`src/rtl/fwdc_pkg.sv`:
```
package fwdc_pkg;

  typedef struct packed {
    logic hold;
    logic need;
    logic sent;
  } life_t;

  localparam life_t LIFE_IDLE = '{hold: 1'b0, need: 1'b0, sent: 1'b0};

endpackage

```
`src/rtl/fwdc_any.sv`:
```
module fwdc_any #(
  parameter int W = 4
) (
  input  logic [W-1:0] vec,
  output logic         any
);
  logic [W:0] acc;

  assign acc[0] = 1'b0;

  genvar i;
  generate
    for (i = 0; i < W; i++) begin : g_or
      assign acc[i+1] = acc[i] | vec[i];
    end
  endgenerate

  assign any = acc[W];
endmodule

```
`src/rtl/fwdc_hold.sv`:
```
module fwdc_hold #(
  parameter int DW = 16
) (
  input  logic          clk,
  input  logic          rst_n,
  input  logic          load,
  input  logic [DW-1:0] d,
  output logic [DW-1:0] q
);
  always_ff @(posedge clk or negedge rst_n) begin
    if (!rst_n)    q <= '0;
    else if (load) q <= d;
  end
endmodule

```
`src/rtl/fwdc_life.sv`:
```
module fwdc_life
  import fwdc_pkg::*;
(
  input  logic clk,
  input  logic rst_n,
  input  logic in_valid,
  input  logic pend_any,
  input  logic shadow_any,
  input  logic hazard_any,
  input  logic squash,
  input  logic wr_gnt,
  output logic in_ready,
  output logic load,
  output logic fwd_en,
  output logic wr_need,
  output logic drop
);
  life_t st, st_n;
  logic  quiet;

  assign in_ready = !st.hold;
  assign load     = in_valid && !st.hold;
  assign quiet    = !shadow_any && !hazard_any;
  assign fwd_en   = st.hold && !st.sent && pend_any && !squash;
  assign drop     = st.hold && (squash || (quiet && (st.sent || !st.need)));
  assign wr_need  = st.hold && st.need;

  always_comb begin
    st_n = st;
    if (drop) begin
      st_n = LIFE_IDLE;
    end else if (load) begin
      st_n.hold = 1'b1;
      st_n.need = 1'b1;
      st_n.sent = 1'b0;
    end else if (st.hold) begin
      st_n.sent = st.sent | fwd_en;
      st_n.need = st.need & !wr_gnt;
    end
  end

  always_ff @(posedge clk or negedge rst_n) begin
    if (!rst_n) st <= LIFE_IDLE;
    else        st <= st_n;
  end

  a_r4_single_fwd: assert property (@(posedge clk) disable iff (!rst_n)
    fwd_en |=> !fwd_en);

  a_r5_fwd_keeps: assert property (@(posedge clk) disable iff (!rst_n)
    (fwd_en && !drop) |=> !in_ready);

  a_r6_grant_clears: assert property (@(posedge clk) disable iff (!rst_n)
    (wr_need && wr_gnt && !drop) |=> !wr_need);

  a_r8_squash_wins: assert property (@(posedge clk) disable iff (!rst_n)
    (!in_ready && squash) |-> (drop && !fwd_en));

  a_r9_drop_idle: assert property (@(posedge clk) disable iff (!rst_n)
    drop |=> (in_ready && !wr_need));
endmodule

```
`src/rtl/fu_fwd_ctrl.sv`:
```
module fu_fwd_ctrl #(
  parameter int DW  = 16,
  parameter int NFU = 4,
  parameter int NSH = 3
) (
  input  logic           clk,
  input  logic           rst_n,
  input  logic           in_valid,
  output logic           in_ready,
  input  logic [DW-1:0]  in_data,
  input  logic [NFU-1:0] rd_pend,
  input  logic [NSH-1:0] shadow,
  input  logic [NFU-1:0] rd_hazard,
  input  logic           squash,
  input  logic           wr_gnt,
  output logic           fwd_en,
  output logic           wr_need,
  output logic           drop,
  output logic [DW-1:0]  res_data
);
  logic pend_any, shadow_any, hazard_any, load;

  fwdc_any #(.W(NFU)) u_pend   (.vec(rd_pend),   .any(pend_any));
  fwdc_any #(.W(NSH)) u_shadow (.vec(shadow),    .any(shadow_any));
  fwdc_any #(.W(NFU)) u_hazard (.vec(rd_hazard), .any(hazard_any));

  fwdc_life u_life (
    .clk(clk), .rst_n(rst_n), .in_valid(in_valid),
    .pend_any(pend_any), .shadow_any(shadow_any), .hazard_any(hazard_any),
    .squash(squash), .wr_gnt(wr_gnt),
    .in_ready(in_ready), .load(load), .fwd_en(fwd_en),
    .wr_need(wr_need), .drop(drop)
  );

  fwdc_hold #(.DW(DW)) u_hold (
    .clk(clk), .rst_n(rst_n), .load(load), .d(in_data), .q(res_data)
  );

  a_r2_data_stable: assert property (@(posedge clk) disable iff (!rst_n)
    !in_ready |=> $stable(res_data));

  a_r3_fwd_needs_pend: assert property (@(posedge clk) disable iff (!rst_n)
    fwd_en |-> ((rd_pend != '0) && !in_ready));

  a_r7_clear_to_drop: assert property (@(posedge clk) disable iff (!rst_n)
    (drop && !squash) |-> ((shadow == '0) && (rd_hazard == '0)));
endmodule

```
`config.mk`:
```
export PLATFORM = sky130hd
export DESIGN_NAME = fu_fwd_ctrl
export DESIGN_NICKNAME = d
export VERILOG_FILES = /design/src/rtl/fwdc_pkg.sv /design/src/rtl/fwdc_any.sv /design/src/rtl/fwdc_hold.sv /design/src/rtl/fwdc_life.sv /design/src/rtl/fu_fwd_ctrl.sv
export SDC_FILE = /design/constraint.sdc
export NUM_CORES = 1
export LEC_CHECK = 0
export ABC_AREA = 1
export ABC_CLOCK_PERIOD_IN_PS = 2950
export CELL_PAD_IN_SITES_DETAIL_PLACEMENT = 0
export CELL_PAD_IN_SITES_GLOBAL_PLACEMENT = 1
export CORE_ASPECT_RATIO = 0.9
export CORE_MARGIN = 2
export CORE_UTILIZATION = 28
export DETAILED_ROUTE_END_ITERATION = 10
export GPL_ROUTABILITY_DRIVEN = 0
export GPL_TIMING_DRIVEN = 0
export PLACE_DENSITY_LB_ADDON = 0.1
export SYNTH_ARGS = -nofsm -noshare
export SYNTH_HDL_FRONTEND = slang
export SYNTH_SLANG_ARGS = --single-unit
```
`constraint.sdc`:
```
create_clock -name clk -period 2.95 [get_ports clk]
set_input_delay 0.59 -clock clk [delete_from_list [all_inputs] [get_ports clk]]
set_output_delay 0.59 -clock clk [all_outputs]
set_load 0.05 [all_outputs]
```
==> results of run 1 <==
## path summary, 6_finish.rpt
kind	startpoint	endpoint	slack (ns)	cells after the start
setup / recovery	shadow[0]	drop	0.22	8
hold / removal	u_hold.q[1]	u_hold.q[1]	0.52	1
setup reg to reg	u_life.st[2]	u_hold.q[8]	1.72	4
hold reg to reg	u_hold.q[1]	u_hold.q[1]	0.52	1
max in group asynchronous	rst_n	u_hold.q[2]	1.67	1
min in group asynchronous	rst_n	u_life.st[0]	0.77	1
## worst register-to-register path, cell delays in order, from the launching register on
cell     delay, ns
dfrtp_1       0.45
inv_2         0.08
nand2_4       0.13
buf_12        0.16
mux2_4        0.30
## layer usage
metal  part of all wire  global-route usage  vias to the layer above
met5                  0                   0                        -
met4             0.0055              0.0286                        0
met3               0.13              0.0701                        2
met2               0.43               0.174                       34
met1               0.44               0.139                      305
li1                   -                   -                      333
## per-stage QoR
stage,TNS [ns],worst slack [ns],std cells
CTS,0,0.192,169
detailed placement,-0.0881,-0.0881,165
global route,0,0.0692,169
global placement,-0.0764,-0.0764,165
floorplan,0,0.927,72
finish,0,0.216,169
## registers in the layout, summed over array words and instances, names as in the netlist
register	flops
u_life.st	3
u_hold.q	16
## cell usage in the layout, fill, tap and decap left out
cell type | synthesis | routed
clkdlybuf4s50_1 | 0 | 50
dfrtp_1 | 19 | 19
nand2_1 | 11 | 11
inv_1 | 10 | 10
nor2_1 | 9 | 9
mux2_4 | 9 | 9
mux2_2 | 7 | 7
clkbuf_4 | 0 | 3
or2_2 | 1 | 1
inv_2 | 1 | 1
nand4_1 | 1 | 1
nand2_4 | 1 | 1
buf_12 | 1 | 1
o21ai_0 | 1 | 1
nand3_1 | 1 | 1
clkbuf_1 | 0 | 1
dlygate4sd2_1 | 0 | 1
## cells by family (layout without fill, tap and decap cells)
logic type / count (synthesis) / in the layout / synth area share
simple gates: 24 / 24 / 0.121
flops: 19 / 19 / 0.553
mux: 16 / 16 / 0.249
buf+inv: 12 / 67 / 0.0713
compound gates: 1 / 1 / 0.00582
## power groups by stage
stage | clock network (mW) | logic (mW) | registers, mW
floorplan | 0 | 0.147 | 0.572
global placement | 0 | 0.549 | 0.366
detailed placement | 0 | 0.549 | 0.371
CTS | 0.137 | 0.551 | 0.365
global route | 0.149 | 0.573 | 0.373
finish | 0.127 | 0.544 | 0.364
## cell usage after synthesis (all sizes together)
library cell,number
dfrtp,19
mux2,16
nand2,12
inv,11
nor2,9
buf,1
nand3,1
nand4,1
o21ai,1
or2,1
## cell type report
type                    count  area share
repair buffers             51       0.352
multi-input cells          41       0.223
plain buffers               1      0.0138
clock buffers               4      0.0182
well taps                  42      0.0363
flip-flops and latches     19       0.328
inverters                  11      0.0285
==> flow_results.org, run 1 <==
** Synth
- Yosys warns :: 0
- After synthesis, the netlist uses 13 different library cells.
- The share of synthesized area in the top cell type comes to 0.553.
- Flops & latches, synth :: 19
- Each instance of the synthesized netlist takes up on average 11.9 sq um.
- Of the synthesized area, sequential elements account for 0.553.
- Cell taking the most area after synthesis :: dfrtp_1
- After technology mapping, the gate count stands at 72.
- Number of nets in the synthesized netlist :: 104
- Yosys attributes the largest share of cell area to dfrtp_1, mux2_4, mux2_2, nand2_1, inv_1.
- Summing every instance area after synthesis gives 860 sq um.

** STA
- Final setup violation count :: 0
- The worst pin sits at a relative slew slack of 0.446.
- Worst Max-Slew Pin Slew :: 0.829 ns
- Between clock sinks in the finished design, the worst skew comes to 0.00398 ns.
- Unrepaired setup endpoints after global routing :: no
- Endpoints failing hold :: 0
- Maximum clock frequency :: 366 MHz
- Of the available clock period, the critical path in the final layout requires 0.927.
- Max-slew violation count :: 0
- Across all hold checks on the routed design, the worst slack comes to 0.515 ns.
- Tmin final :: 2.73 ns

** Worst setup path
- For the worst setup path, the data required time is 2.36 ns.
- STA classifies the critical path startpoint as an input pin.
- The slowest stage of the critical path is the dlygate4sd2_1 cell.
- Cell class contributing the biggest share of worst-path delay :: buffers and inverters
- CP peak stage delay :: 0.53 ns
- Critical Path Fanout Max :: 3
- Critical path endpoint category :: output pin
- Buf+Inv Stages, Crit Path :: 3
- STA puts the critical path data arrival time at 2.14 ns.
- Crit-path cells :: clkdlybuf4s50_1 -> or2_2 -> nor2_1 -> nand2_1 -> nand2_1 -> nand2_1 -> inv_1 -> dlygate4sd2_1
- The worst setup path is of the in -> out kind.
- Most frequent cell on the critical path :: nand2_1

** Power and ir drop
- Of the total power, registers draw 0.351.
- The share of total power dissipated in combinational logic is 0.526.
- Sw Ratio :: 0.416
- Total Power Consumption :: 1.04 mW
- Cell Int Power :: 0.605 mW
- Proportion of power drawn by the clock network :: 0.123
- The analysis attributes to net switching a power of 0.430 mW.
- Summed over all cells, the static leakage comes to 0.678 nW.
- Dividing total power by cell area gives a power density of 715 mW/mm^2.
- Maximum vdd drop :: 0.379 mV

** Floorplan
- Pin placement for this block handled 52 I/O pins.
- The floorplan step set the die height to 56.6 microns.
- Die Outline Area :: 0.00353 sq mm
- Initial core utilization :: 0.287
- The total area inside the core boundary comes to 0.00300 sq mm.
- Measured along the x axis, the die boundary spans 62.4 microns.
- Row cnt :: 19

** Clock network
- The cell sitting at the root of the clock tree is a clkbuf_4.
- After clock tree synthesis, the clock-pin slew on the worst setup and hold paths is 0.10 ns.
- The number of gates resized after CTS was 1.
- Post-CTS timing repair inserted 0 buffers for setup.
- Number of clock sinks seen by CTS :: 19
- Clock latency on the worst-skew pair :: 0.29 ns
- TritonCTS clock tree :: yes
- Buffers inserted during clock tree synthesis total 3.
- The number of hold buffers added after CTS was 0.
- In this run the number of H-tree levels came out at 1.
- Number of buffers between clock root and the deepest sink :: 2

** Detailed routing
- After the first detailed-routing iteration, the DRC count stood at 8.
- Final antenna-violating net count :: 0
- For this run, the detailed router's first-pass iteration total came to 3.
- Post-detailed-routing wire length :: 1810 microns
- Wirelength per Cell :: 10.7 microns
- Number of vias per cell :: 3.99
- Count of unresolved DRC violations after routing :: 0
- Total via count in the routed design :: 674

** Layout
- Post-Route Utilization :: 0.483
- After routing the design area is 0.00145 sq mm.
- Layout cells sized above 1 :: 0.181
- Multi-input gate area in the final layout :: 323 sq um
- Sequential Area :: 475 sq um
- Filler cells :: 295
- Count of antenna diodes in the layout :: 0
- Compared with the post-synthesis result, the final layout area differs by 68.4%.
- Layout net count :: 160

** GRT
- Entering global routing, the biggest net connects 20 pins.
- The number of global-route vias before repair is 720.
- Remaining global-route overflow :: 0
- Gr usage total :: 0.115
- Number of antenna violations at the first check in global routing :: 0
- The first global-routing pass estimated 3200 microns of wire.

** Run status
- Result of the run :: finished, final reports clean

** Place
- Input and output buffers added on the ports amount to 51.
- The placed instances occupy a cell area of 0.00142 sq mm.
- Sum of net half-perimeters after detailed placement :: 1430 microns

** Run
- The tool flagged a number of max-cap violations equal to 0.

** Hold path
- The tightest min-delay check is of the reg -> reg type.
(Power assumes the default switching activity.)
==> run 2, diff against run 1 <==
GPL_ROUTABILITY_DRIVEN = unset   (was 0)
MAX_ROUTING_LAYER = met4   (was unset)
==> run 2 against run 1 <==
  * Die area is the same
  * Final area is the same
  * Core utilization is the same
  * Via count is the same
  * Worst hold slack is essentially flat
  * Total power is essentially flat
  * Sequential power is essentially flat
  * Non-clock buffer count is the same
==> flow_results.org, run 2 (synthesized netlist as in run 1, its figures left out) <==
** Layout
- Count of antenna diodes in the layout :: 0 (unchanged)
- Layout net count :: 160 (unchanged)
- Multi-input gate area in the final layout :: 323 sq um (unchanged)
- Post-Route Utilization :: 0.483 (unchanged)
- The area of all placed cells without fillers came to 0.00145 sq mm (unchanged).
- Leaving out fill and tap cells, the most frequent cell in the layout is clkdlybuf4s50_1.
- Commonest cells after routing, fill and taps aside :: clkdlybuf4s50_1, dfrtp_1, nand2_1, inv_1
- Largest registers :: u_hold.q (16), u_life.st (3)
- Ranked by flip-flop count, first place goes to u_hold.q.
- Layout cells sized above 1 :: 0.181 (unchanged)
- Largest register FFs :: 16 (unchanged)
- The signed area change from the synthesized netlist to the final layout is 68.4% (unchanged).
- The filler cell count was 295 (unchanged).
- The sequential cell area is 475 sq um (unchanged).

** STA
- Max-slew violation count :: 0 (unchanged)
- The maximum clock frequency is 366 MHz (unchanged).
- The measured slew at the worst slew-check pin is 0.827 ns (-0.00145 ns).
- The post-route fraction of the period consumed by the critical path is 0.927 (unchanged).
- Endpoints failing hold :: 0 (unchanged)
- Max Clock Skew :: 0.00421 ns (+0.000227 ns)
- Setup repair after global routing left no endpoint under its margin.
- The setup-violating endpoint count in the final report was 0 (unchanged).
- Tmin final :: 2.73 ns (unchanged)
- The final-layout setup total negative slack was 0 ns (unchanged).
- The relative slew slack came to 0.447 (+0.000970).
- Post-route setup slack :: 0.216 ns (unchanged)

** GRT
- The initial antenna violation count was 0 (unchanged).
- Gr usage total :: 0.118 (+0.00328)
- The wire length of the first global-routing pass was 3200 microns (unchanged).
- Largest net degree at the start of global routing :: 20 (unchanged)
- Vias in the first global route :: 720 (unchanged)
- Remaining global-route overflow :: 0 (unchanged)

** Clock network
- Clock Pin Slew Worst Setup and Hold Paths :: 0.10 ns (about the same)
- Number of clock sinks seen by CTS :: 19 (unchanged)
- Num CTS Buffers :: 3 (unchanged)
- The maximum clock path buffer count is 2 (unchanged).
- Clock latency on the worst-skew pair :: 0.29 ns (about the same)
- TritonCTS built the clock tree.
- CTS H-tree lvls :: 1 (unchanged)
- Cell at the root of the clock tree :: clkbuf_4

** Worst setup path
- Cell class contributing the biggest share of worst-path delay :: buffers and inverters
- CP peak stage delay :: 0.53 ns (about the same)
- Cells on worst reg2reg path :: 4 (unchanged)
- The required time of the critical path came to 2.36 ns (about the same).
- Among all stages on the critical path, the largest delay is contributed by dlygate4sd2_1.
- The worst setup path is of the in -> out kind.
- The worst setup path is launched from an input pin.
- Levels on crit path :: 8 (unchanged)
- The biggest fanout along the worst timing path came to 3 (unchanged).
- STA classifies the critical path endpoint as an output pin.
- Buf+Inv Stages, Crit Path :: 3 (unchanged)
- Most frequent cell on the critical path :: nand2_1
- Walking the worst path, the cells encountered are clkdlybuf4s50_1 -> or2_2 -> nor2_1 -> nand2_1 -> nand2_1 -> nand2_1 -> inv_1 -> dlygate4sd2_1.
- Endpoint arrival time on the critical path :: 2.14 ns (about the same)

** Run
- Number of maximum-capacitance constraint violations :: 0 (unchanged)

** Place
- Sum of net half-perimeters after detailed placement :: 1430 microns (unchanged)
- Post-placement worst setup slack :: -0.0881 ns (unchanged)
- The total of buffers placed on input and output ports was 51 (unchanged).
- Routability-driven placement congestion ratio :: 0.715
- Placement-stage cell area :: 0.00142 sq mm (unchanged)

** Power and ir drop
- Maximum vdd drop :: 0.380 mV (+0.30%)
- The power per cell area came to 715 mW/mm^2 (about the same).
- Leakage dissipation :: 0.678 nW (unchanged)

** Detailed routing
- The total iterations of the first detailed-routing run came to 3 (unchanged).
- Post-detailed-routing wire length :: 1810 microns (unchanged)
- The average routed wire per standard cell came to 10.7 microns (unchanged).
- Total via count in the routed design :: 674 (unchanged)
- The number of violations reported at the end of detailed-routing iteration 0 came to 8 (unchanged).
- Final antenna-violating net count :: 0 (unchanged)
- The post-detailed-route via-to-cell ratio came to 3.99 (unchanged).
- Count of unresolved DRC violations after routing :: 0 (unchanged)

** Floorplan
- The floorplan die height is 56.6 microns (unchanged).
- The initial core utilization is 0.287 (unchanged).
- The number of rows created at floorplan is 19 (unchanged).
- The number of placed I/O pins came to 52 (unchanged).
- Width of the die :: 62.4 microns (unchanged)
- The core area is 0.00300 sq mm (unchanged).
- The total die area is 0.00353 sq mm (unchanged).

** Hold path
- The cell count of the worst hold path was 1 (unchanged).
- Path type of the worst min-delay path :: reg -> reg

** Run status
- The flow ran to the end, and the final reports show no timing, DRC or antenna violations.
-- run 2: cell counts in the layout (fill, tap and decap cells not counted) --
No cell type changed its count.
-- run 2: what timing repair did --
item                       in CTS  in global routing
resized for setup               1                  0
buffers inserted                0                  0
hold endpoints to repair        0                  0
hold buffers                    0                  0
setup endpoints to repair       1                  0
-- run 2: metal layers --
metal,part of all wire,track usage,up-vias
li1,-,-,333
met5,0,-,-
met1,0.47,0.148,305
met3,0.098,0.0561,2
met4,0.0055,0.0286,0
met2,0.43,0.174,34
-- run 2: where the power goes --
part	switching [mW]	total [mW]	internal [mW]
logic	0.319	0.545	0.226
clock network	0.0746	0.127	0.0526
registers	0.0375	0.364	0.326
-- run 2: layout make-up --
class	instances	share of cell area
timing repair buffer	51	0.352
buffer	1	0.0138
clock buffer	4	0.0182
sequential	19	0.328
multi-input combinational	41	0.223
inverter	11	0.0285
tap	42	0.0363
-- run 2: worst register-to-register path, stage by stage, from the launching register on --
cell and delay, ns:
dfrtp_1 0.45, inv_2 0.08, nand2_4 0.13, buf_12 0.16, mux2_4 0.30
-- run 2: worst paths after layout --
path	slack (ns)	from	to
min reg2reg	0.52	u_hold.q[1]	u_hold.q[1]
max	0.22	shadow[0]	drop
max reg2reg	1.72	u_life.st[2]	u_hold.q[8]
min	0.52	u_hold.q[1]	u_hold.q[1]
min in group asynchronous	0.77	rst_n	u_life.st[0]
max in group asynchronous	1.67	rst_n	u_hold.q[2]
-- run 2: stage by stage --
stage	hold slack [ns]	instances	power, mW
global placement	0.487	165	0.915
global route	0.542	169	1.09
detailed placement	0.496	165	0.920
finish	0.515	169	1.04
floorplan	0.294	72	0.719
CTS	0.524	169	1.05
